`src/rtl/e1rx_pkg.sv`:
```
package e1rx_pkg;

    parameter int BYTE_W = 8;

    typedef struct packed {
        logic [BYTE_W-1:0] data;
        logic              sof;
        logic              smf;
        logic              cmf;
    } slot_t;

    typedef enum logic [1:0] {
        S_IDLE = 2'b00,
        S_ARM  = 2'b01,
        S_RUN  = 2'b10
    } ser_state_e;

    typedef enum logic [1:0] {
        BND_FRAME = 2'b00,
        BND_SIG   = 2'b01,
        BND_CRC   = 2'b10,
        BND_BOTH  = 2'b11
    } bnd_e;

    localparam logic [1:0] SRC_ZERO = 2'b00;
    localparam logic [1:0] SRC_POS  = 2'b01;

endpackage

```
`src/rtl/e1rx_edge_gen.sv`:
```
module e1rx_edge_gen (
    input  logic clk,
    input  logic rst_n,
    input  logic dedge_i,
    input  logic fedge_i,
    output logic sclk_o,
    output logic upd_d_o,
    output logic upd_f_o
);

    logic ph_q;

    always_ff @(posedge clk or negedge rst_n) begin
        if (!rst_n) ph_q <= 1'b0;
        else        ph_q <= ~ph_q;
    end

    // ph_q low: the coming edge raises the serial clock
    always_comb begin
        sclk_o  = ph_q;
        upd_d_o = (ph_q == dedge_i);
        upd_f_o = (ph_q == fedge_i);
    end

endmodule

```
`src/rtl/e1rx_fifo.sv`:
```
module e1rx_fifo
    import e1rx_pkg::*;
#(
    parameter int DEPTH = 2
) (
    input  logic  clk,
    input  logic  rst_n,
    input  logic  push_i,
    input  slot_t wdata_i,
    input  logic  pop_i,
    output logic  head_v_o,
    output slot_t head_o
);

    localparam int PTR_W = (DEPTH > 1) ? $clog2(DEPTH) : 1;
    localparam int CNT_W = $clog2(DEPTH + 1);
    localparam logic [PTR_W-1:0] PTR_LAST = PTR_W'(DEPTH - 1);
    localparam logic [CNT_W-1:0] CNT_FULL = CNT_W'(DEPTH);

    slot_t            mem [DEPTH];
    logic [PTR_W-1:0] wp_q, rp_q;
    logic [CNT_W-1:0] cnt_q;
    logic             wr_ok;

    always_comb begin
        wr_ok    = push_i && ((cnt_q != CNT_FULL) || pop_i);
        head_v_o = (cnt_q != '0);
        head_o   = mem[rp_q];
    end

    always_ff @(posedge clk) begin
        if (wr_ok) mem[wp_q] <= wdata_i;
    end

    always_ff @(posedge clk or negedge rst_n) begin
        if (!rst_n) begin
            wp_q  <= '0;
            rp_q  <= '0;
            cnt_q <= '0;
        end else begin
            if (wr_ok) wp_q <= (wp_q == PTR_LAST) ? '0 : wp_q + 1'b1;
            if (pop_i) rp_q <= (rp_q == PTR_LAST) ? '0 : rp_q + 1'b1;
            unique case ({wr_ok, pop_i})
                2'b10:   cnt_q <= cnt_q + 1'b1;
                2'b01:   cnt_q <= cnt_q - 1'b1;
                default: cnt_q <= cnt_q;
            endcase
        end
    end


    no_empty_pop_chk: assert property (@(posedge clk) disable iff (!rst_n)
        pop_i |-> (cnt_q != '0));

endmodule

```
`src/rtl/e1rx_serializer.sv`:
```
module e1rx_serializer
    import e1rx_pkg::*;
#(
    parameter int BITS = BYTE_W
) (
    input  logic  clk,
    input  logic  rst_n,
    input  logic  upd_d_i,
    input  logic  upd_f_i,
    input  logic  head_v_i,
    input  slot_t head_i,
    output logic  pop_o,
    output logic  at_bound_o,
    output logic  sdata_o,
    output logic  underrun_o
);

    localparam int CNT_W = $clog2(BITS);
    localparam logic [CNT_W-1:0] LAST = CNT_W'(BITS - 1);

    ser_state_e       state_q, state_d;
    logic [BITS-1:0]  sr_q;
    logic [CNT_W-1:0] bcnt_q;
    logic             start_ok, load;

    always_comb begin
        start_ok   = upd_f_i && head_v_i && head_i.sof;
        at_bound_o = (state_q == S_IDLE) || ((state_q == S_RUN) && (bcnt_q == LAST));
        state_d    = state_q;
        load       = 1'b0;
        pop_o      = 1'b0;
        unique case (state_q)
            S_IDLE: begin
                if (start_ok) state_d = upd_d_i ? S_RUN : S_ARM;
                load  = upd_d_i && start_ok;
                pop_o = upd_d_i && head_v_i && (!head_i.sof || upd_f_i);
            end
            S_ARM: begin
                if (upd_d_i) state_d = S_RUN;
                load  = upd_d_i;
                pop_o = upd_d_i && head_v_i;
            end
            S_RUN: begin
                load  = upd_d_i && (bcnt_q == LAST);
                pop_o = load && head_v_i;
            end
            default: state_d = S_IDLE;
        endcase
    end

    // state register
    always_ff @(posedge clk or negedge rst_n) begin
        if (!rst_n) state_q <= S_IDLE;
        else        state_q <= state_d;
    end

    // datapath / outputs
    always_ff @(posedge clk or negedge rst_n) begin
        if (!rst_n) begin
            sr_q       <= '1;
            bcnt_q     <= '0;
            sdata_o    <= 1'b1;
            underrun_o <= 1'b0;
        end else if (load) begin
            bcnt_q <= '0;
            if (head_v_i) begin
                sr_q       <= head_i.data;
                sdata_o    <= head_i.data[BITS-1];
                underrun_o <= 1'b0;
            end else begin
                sr_q       <= '1;
                sdata_o    <= 1'b1;
                underrun_o <= 1'b1;
            end
        end else if (upd_d_i && (state_q == S_RUN)) begin
            sr_q    <= {sr_q[BITS-2:0], 1'b1};
            sdata_o <= sr_q[BITS-2];
            bcnt_q  <= bcnt_q + 1'b1;
        end
    end


    data_hold_chk: assert property (@(posedge clk) disable iff (!rst_n)
        !upd_d_i |=> $stable(sdata_o));


    fill_ones_chk: assert property (@(posedge clk) disable iff (!rst_n)
        underrun_o |-> sdata_o);

endmodule

```
`src/rtl/e1rx_fp_gen.sv`:
```
module e1rx_fp_gen
    import e1rx_pkg::*;
(
    input  logic       clk,
    input  logic       rst_n,
    input  logic       upd_f_i,
    input  logic       at_bound_i,
    input  logic       head_v_i,
    input  logic       sof_i,
    input  logic       smf_i,
    input  logic       cmf_i,
    input  logic [1:0] src_i,
    input  logic [1:0] sel_i,
    input  logic       selen_i,
    input  logic       inv_i,
    input  logic       ext_i,
    output logic       fpulse_o
);

    bnd_e eff;
    logic match, hit;

    always_comb begin
        eff = selen_i ? bnd_e'(sel_i) : BND_FRAME;
        unique case (eff)
            BND_FRAME: match = 1'b1;
            BND_SIG:   match = smf_i;
            BND_CRC:   match = cmf_i;
            BND_BOTH:  match = smf_i & cmf_i;
            default:   match = 1'b0;
        endcase
        hit = at_bound_i && head_v_i && sof_i && match;
    end

    always_ff @(posedge clk or negedge rst_n) begin
        if (!rst_n)                fpulse_o <= 1'b0;
        else if (src_i[1])         fpulse_o <= ext_i;
        else if (src_i == SRC_ZERO) fpulse_o <= 1'b0;
        else if (upd_f_i)          fpulse_o <= hit ^ inv_i;
    end


    fp_hold_chk: assert property (@(posedge clk) disable iff (!rst_n)
        ((src_i == SRC_POS) && !upd_f_i) |=> $stable(fpulse_o));

endmodule

```
`src/rtl/e1rx_sys_out.sv`:
```
module e1rx_sys_out
    import e1rx_pkg::*;
#(
    parameter int BUF_DEPTH = 2
) (
    input  logic              clk,
    input  logic              rst_n,
    input  logic              in_valid_i,
    input  logic [BYTE_W-1:0] in_byte_i,
    input  logic              in_sof_i,
    input  logic              in_smf_i,
    input  logic              in_cmf_i,
    input  logic [1:0]        cfg_src_i,
    input  logic [1:0]        cfg_sel_i,
    input  logic              cfg_selen_i,
    input  logic              cfg_inv_i,
    input  logic              cfg_dedge_i,
    input  logic              cfg_fedge_i,
    input  logic              ext_fp_i,
    output logic              ser_clk_o,
    output logic              ser_data_o,
    output logic              fpulse_o,
    output logic              underrun_o
);

    slot_t wslot, head;
    logic  head_v, pop, upd_d, upd_f, at_bound;

    always_comb begin
        wslot.data = in_byte_i;
        wslot.sof  = in_sof_i;
        wslot.smf  = in_smf_i;
        wslot.cmf  = in_cmf_i;
    end

    e1rx_edge_gen u_edge (
        .clk(clk), .rst_n(rst_n),
        .dedge_i(cfg_dedge_i), .fedge_i(cfg_fedge_i),
        .sclk_o(ser_clk_o), .upd_d_o(upd_d), .upd_f_o(upd_f)
    );

    e1rx_fifo #(.DEPTH(BUF_DEPTH)) u_buf (
        .clk(clk), .rst_n(rst_n),
        .push_i(in_valid_i), .wdata_i(wslot), .pop_i(pop),
        .head_v_o(head_v), .head_o(head)
    );

    e1rx_serializer #(.BITS(BYTE_W)) u_ser (
        .clk(clk), .rst_n(rst_n),
        .upd_d_i(upd_d), .upd_f_i(upd_f),
        .head_v_i(head_v), .head_i(head),
        .pop_o(pop), .at_bound_o(at_bound),
        .sdata_o(ser_data_o), .underrun_o(underrun_o)
    );

    e1rx_fp_gen u_fp (
        .clk(clk), .rst_n(rst_n),
        .upd_f_i(upd_f), .at_bound_i(at_bound), .head_v_i(head_v),
        .sof_i(head.sof), .smf_i(head.smf), .cmf_i(head.cmf),
        .src_i(cfg_src_i), .sel_i(cfg_sel_i), .selen_i(cfg_selen_i),
        .inv_i(cfg_inv_i), .ext_i(ext_fp_i), .fpulse_o(fpulse_o)
    );

endmodule

```
`config.mk`:
```
export PLATFORM = sky130hd
export DESIGN_NAME = e1rx_sys_out
export DESIGN_NICKNAME = d
export VERILOG_FILES = /design/src/rtl/e1rx_pkg.sv /design/src/rtl/e1rx_edge_gen.sv /design/src/rtl/e1rx_fifo.sv /design/src/rtl/e1rx_serializer.sv /design/src/rtl/e1rx_fp_gen.sv /design/src/rtl/e1rx_sys_out.sv
export SDC_FILE = /design/constraint.sdc
export NUM_CORES = 1
export LEC_CHECK = 0
export BUFFER_PORTS_ARGS = -buffer_cell sky130_fd_sc_hd__buf_2
export CORE_MARGIN = 3
export CORE_UTILIZATION = 40
export CTS_BUF_LIST = sky130_fd_sc_hd__clkbuf_8
export DETAILED_ROUTE_END_ITERATION = 10
export GPL_ROUTABILITY_DRIVEN = 1
export PLACE_DENSITY = 0.57
export SKIP_CTS_REPAIR_TIMING = 1
export SLEW_MARGIN = 20
export SYNTH_ARGS = -nofsm -noshare
export SYNTH_HDL_FRONTEND = slang
export SYNTH_SLANG_ARGS = --single-unit
```
`constraint.sdc`:
```
create_clock -name clk -period 3.7 [get_ports clk]
set_input_delay 0.37 -clock clk [delete_from_list [all_inputs] [get_ports clk]]
set_output_delay 0.37 -clock clk [all_outputs]
set_load 0.02 [all_outputs]
```
-- Yosys cells after proc, flatten, opt, wreduce, memory -nomap -nowiden
Memories as Yosys holds them, arrays and structs flattened.
Index checks and enable logic that the tools add are counted.
Widths: inputs -> output; s select.
- register bits: 20
- memory bits (writable): 22
- input port bits: 23
- output and inout bits: 4
- logic and storage cells: 83
- memories kept: 1
- add/subtract/negate cells: 5
- equal/unequal tests: 13
- muxes and demuxes: 25
- bitwise gates (word level): 4
- reduce and logical (&&, ||, !) cells: 25
- memories (name ; depth ; width ; read ports ; clocked after memory_dff ; write ports ; line ; RTL):
    u_buf.mem ; 2 ; 11 ; 1 ; 0 ; 1 ; e1rx_fifo.sv:20 ; slot_t mem [DEPTH];
- operator list (kind ; number):
    $mux 7 ; 3
    $logic_and 1x1->1 ; 13
    $mux 1 ; 11
    $eq 2x2->1 const B ; 4
    $mux 2 ; 4
    $eq 2x1->1 const B ; 3
    $logic_not 2->1 ; 3
    $mux 3 ; 2
    $pmux 1 s3 ; 2
    $pmux 2 s3 ; 1
    $reduce_bool 2->1 ; 3
    $ne 2x1->1 const B ; 2
    $pmux 1 s4 ; 1
    $pmux 2 s2 ; 1
    $add 3x1->3 const B ; 1
    $eq 3x3->1 const B ; 1
    $logic_or 1x1->1 ; 3
    $reduce_and 3->1 ; 1
    $reduce_bool 3->1 ; 1
    $add 1x1->1 const B ; 2
    $add 2x1->2 const B ; 1
    $eq 1x1->1 ; 2
    $ne 2x2->1 const B ; 1
    $not 1->1 ; 2
    4 further kinds ; 4

-- Logic depth before layout (Yosys ltp)
- word-level depth: 10
- gate-level depth with buffers: 8
- mapped depth without buffers: 7

-- Hierarchy
Synthesis repeated with hierarchy kept, for this count alone.
- cell total of the unflattened synthesis: 148
- area, all modules: 2005.7 um^2
- by module, submodules not included (module ; instances ; cells each ; area an instance (um^2) ; sequential area each (um^2)):
    e1rx_fifo ; 1 ; 53 ; 991.0 ; 760.7
    e1rx_serializer ; 1 ; 78 ; 867.1 ; 360.3
    e1rx_fp_gen ; 1 ; 13 ; 101.3 ; 25.0
    e1rx_edge_gen ; 1 ; 4 ; 46.3 ; 25.0

-- Worst setup path before layout
OpenSTA, ideal clock, no wires.
- path kind: reg-to-reg
- start: reg u_edge.ph_q (netlist: u_edge.sclk_o)
- end: mem u_buf.mem[1][0] in the netlist's numbering, enable pin
- library setup time: 0.378 ns
- arrival time: 1.690 ns
- required time: 3.322 ns
- setup slack: 1.632 ns
- cell stages (with the launch flop): 6
- path buffers: 0
- clock period less this slack: 2.068 ns
- cells stage by stage: dfrtp_1 -> xnor2_1 -> o31ai_2 -> a21oi_4 -> o31ai_4 -> nor2_1
- longest elaborated chain between the ends: 8
- elaborated cells between the ends (all ways): 12
- those cells by class: 2 x eq/ne; 3 x mux; 7 x reduce/logical
- RTL lines (what ; line ; RTL):
    start, declared ; e1rx_edge_gen.sv:11 ; logic ph_q;
    start signal, assigned ; e1rx_edge_gen.sv:15 ; else ph_q <= ~ph_q;
    $eq 1x1->1 (on tied branches) ; e1rx_edge_gen.sv:21, e1rx_edge_gen.sv:22 ;
    $logic_and 1x1->1 (tied with other cells) ; e1rx_serializer.sv:44 ; load = upd_d_i && (bcnt_q == LAST);
    $logic_and 1x1->1 (on tied branches) ; e1rx_serializer.sv:45, e1rx_serializer.sv:36 ;
    $pmux 1 s3 * ; e1rx_serializer.sv:32 ; unique case (state_q)
    $logic_or 1x1->1 * ; e1rx_fifo.sv:26 ; wr_ok = push_i && ((cnt_q != CNT_FULL) || pop_i);
    $logic_and 1x1->1 * ; e1rx_fifo.sv:26 ;
    $mux 1 * ; e1rx_fifo.sv:32 ; if (wr_ok) mem[wp_q] <= wdata_i;
    $mux 1 (implied by the code) * ; e1rx_fifo.sv:32 ;
    end, declared ; e1rx_fifo.sv:20 ;
Every way passes the cells marked *; elsewhere a longest branch is shown, timed or not.

-- Final worst setup path
- start: reg u_buf.rp_q
- end: mem u_buf.mem[0][3] in the netlist's numbering, enable pin
- longest elaborated chain between the ends: 9
- RTL lines (what ; line ; RTL):
    start, declared ; e1rx_fifo.sv:21 ; logic [PTR_W-1:0] wp_q, rp_q;
    start signal, assigned ; e1rx_fifo.sv:42 ; if (pop_i) rp_q <= (rp_q == PTR_LAST) ? '0 : rp_q + 1'b1;
    $mem_v2 2x11 ; - ;
    $logic_not 1->1 ; e1rx_serializer.sv:36 ; pop_o = upd_d_i && head_v_i && (!head_i.sof || upd_f_i);
    $logic_or 1x1->1 ; e1rx_serializer.sv:36 ;
    $logic_and 1x1->1 ; e1rx_serializer.sv:36 ;
    $pmux 1 s3 ; e1rx_serializer.sv:32 ;
    $logic_or 1x1->1 ; e1rx_fifo.sv:26 ;
    $logic_and 1x1->1 ; e1rx_fifo.sv:26 ;
    $mux 1 ; e1rx_fifo.sv:32 ;
    $mux 1 (implied by the code) ; e1rx_fifo.sv:32 ;
No other way between the ends.

==> impl_results.md <==
* Max Freq at approximately 470 MHz
* DP HPWL at between 2000 and 2500 um
* Worst Tran Pin Value at approximately 650 ps
* Simple logic cell fraction of the synthesized area at about 8.3%
* Placement Cell Area at 2166 sq um
* Initial Util at between 40% and 50%
* Setup TNS at 0 ps
* Reg clk slew, reported paths at ~80 ps
* CP max stage cell: mux2i_2
* Pre-CTS setup slack at between 1500 and 2000 ps
* Fin nets at 199
* CTS buffer count at 5
* WL/cell at ~13 um
* Aggregate global routing overflow at 0
* Drt first pass iters at 4
* Initial DRC Count at 86
* Worst Path Arrival at 2110 ps
* Cell mode on critical path: buf_4
* Core area at around 4500 sq um
* DRC errors left at 0
* Critical Path Source Type: flop
* Synth Area in XOR/XNOR at 3.962%
* Max Transition Viols Final at 0
* Share of cells above drive strength 1 at about a third
* Clk sinks at 42
* Worst path max stage delay at about 420 ps
* Synthesized area per cell at roughly 14 sq um
* Port buffer count at 26
* R2r setup slk at approximately 1600 ps
* Cells after synthesis at ~140
* M1 GR Usage at between 10% and 20%
* Cell Chain, Critical Path: buf_4 -> mux2i_2 -> o31ai_2 -> a21oi_4 -> o31ai_4 -> nor2_1 -> buf_4
* Yosys reg bits at between 40 and 50
* Final wirelength at around 3200 um
* CP required at about 3700 ps
* Placer Congestion at between 0.8 and 0.9
* Row count at 24
* Slew headroom at 56.29%
* RSZ-0062 raised after global routing: no
* Period utilization at 56.97%
* Final worst slack at ~1600 ps
* Clk buf depth at 2
* Min-Delay Path Class: input port to asynchronous set/reset pin
* Die X at roughly 76 um
* Worst Setup End Kind: flop
* Ys flop type: edfxtp_1
* Register area share after synthesis at between 50% and 60%
* Fin. Hold Viols at 0
* Met3 Track Usage GR at approximately 3.4%
* Final instance area at ~2300 sq um
* Via count at between 1000 and 1500
* Status: finished clean
* Synth Area in Adders at roughly 1.3%
* Number of enable flip-flop cells after synthesis at 22
* Initial antenna violation count at 0
* Worst reg-to-reg path cell count at 7
* Fillers at between 400 and 500
* Power per cell area at 655.8 nW/um^2
* WS Path Type: flop to flop
* Mapped Nets at between 150 and 200
* MaxCap Viol Count at 0
* Die area at a little under 6000 sq um
* H-Tree Level Count at 2
* IO Count at 27
* Largest family of logic cells by synthesized area: compound AO/OA/AOI/OAI gates
* CTS tree: built
* Yosys Warn Count at 0
* Fin util at approximately 50%
* Pleak at about 0.87 nW
* Skew final at 4.348 ps
* Compound-gate portion of the synthesized area at between 10% and 20%
* Synthesis-to-layout area growth at 15.34%
* First-pass GRT wire length at 5602 um
* Met2 usage at 17.64%
* Post-route ant nets at 0
* Post-Syn Area at just under 2000 sq um
* Largest net degree at the start of global routing at 21
* Root Buffer: clkbuf_8
* Fin crit period at roughly 2100 ps
* Die height at between 70 and 80 um
* Vias in the first global route at 1153
* Clk Latency, worst-skew pair at 290 ps
* Mux cell area share after synthesis at approximately 7%
* Max VDD drop at roughly 330 uV
* Final setup fails at 0
* Synth unique cells at 39
* Total Routing Usage GR at 12.03%
* Ys async rst share at 47.62%
* Vias per cell at approximately 4.9
* Busiest grt layer: met2
* Worst-path fanout max at 20
* # diodes at 0
report_power, final:
part	leakage, nW	internal, W	total [W]	switching [W]
Clock	0.0408	0.000135	0.000297	0.000162
Combinational	0.397	0.000191	0.000449	0.000258
Sequential	0.428	0.000663	0.000735	0.0000718
Total	0.866	0.000990	0.00148	0.000491
cell usage in the layout (no fill, tap or decap), types with 2 or more instances in the layout:
cell type and count:
buf_2 26, edfxtp_1 22, dfrtp_1 12, a21oi_1 11, nor2b_1 10, mux2i_1 9
nor2_1 8, a2111oi_2 8, dfstp_2 8, inv_1 6, clkbuf_8 5, buf_4 5
xor2_1 4, xnor2_1 3, nand3_1 3, o21ai_1 3, mux2_1 3, and2_1 3
nand3b_1 2, ha_1 2, clkinvlp_4 2
state kept, by name (all words and copies together) (netlist names):
register,count
u_buf.cnt_q,2
u_buf.mem,22
u_fp.fpulse_o,1
u_buf.rp_q,1
u_buf.wp_q,1
u_ser.sdata_o,1
u_ser.underrun_o,1
u_ser.sr_q,7
u_edge.sclk_o,1
u_ser.state_q,2
u_ser.bcnt_q,3
worst max-delay path, delay by kind of cell (launching register included):
family,cells,cell delay (ps)
AO/OA/AOI/OAI,3,510
buffers and inverters,2,470
multiplexers,1,420
flip-flops,1,330
AND/OR/NAND/NOR,1,100
layout make-up:
type | instances | area (sq um) | area share [%]
flip-flops and latches | 42 | 1171 | 51.86
repair buffers | 31 | 167.7 | 7.424
well taps | 65 | 81.33 | 3.601
clock buffers | 5 | 68.82 | 3.047
multi-input cells | 88 | 723.2 | 32.02
clock inverters | 3 | 23.77 | 1.053
inverters | 6 | 22.52 | 0.9972
per-layer routing:
metal | share of wire (%) | up-vias
met4 | 1.7 | 0
met1 | 50 | 548
met5 | 0 | -
li1 | - | 588
met3 | 5.1 | 7
met2 | 43 | 24
logic make-up after synthesis:
group                      count (synthesis)
muxes                                     13
adders and majority gates                  2
and+or+nand+nor                           30
xor gates and xnor gates                   8
DFF                                       42
buffers and inverters                     12
AOI/OAI and AO/OA                         35
cell usage after synthesis, types with 3 or more instances:
master     instances  share of area [%]
a2111oi_2          8                6.1
a21oi_1           11                2.8
and2_1             3               0.96
buf_2              3               0.77
dfrtp_1           12                 15
dfstp_2            8                 11
edfxtp_1          22                 34
inv_1              6                1.2
mux2_1             3                1.7
mux2i_1            9                4.6
nand3_1            3               0.77
nor2_1             8                1.5
nor2b_1           10                3.2
o21ai_1            3               0.77
xnor2_1            3                1.3
xor2_1             4                1.8
worst paths after layout:
check                                        startpoint                            to
max in group asynchronous                         rst_n     u_ser.sr_q[1]$_DFFE_PN1P_
min reg2reg                u_ser.underrun_o$_DFFE_PN0P_  u_ser.underrun_o$_DFFE_PN0P_
max reg2reg                      u_buf.rp_q$_DFFE_PN0P_     u_buf.mem[0][3]$_DFFE_PP_
min                                               rst_n   u_ser.bcnt_q[0]$_DFFE_PN0P_
min in group clk                           in_byte_i[7]    u_buf.mem[0][10]$_DFFE_PP_
max                              u_buf.rp_q$_DFFE_PN0P_     u_buf.mem[0][3]$_DFFE_PP_
through the flow:
step / cells / power [W] / hold WS (ps)
after CTS: 240 / 0.001501 / 37.91
after floorplan: 142 / 0.001083 / 74.41
after detailed placement: 232 / 0.001202 / 356.2
after global routing: 240 / 0.001594 / 39.07
after global placement: 232 / 0.001182 / 342.7
final: 240 / 0.001481 / 23.91
Note: power is estimated with default switching activity, not from simulation.
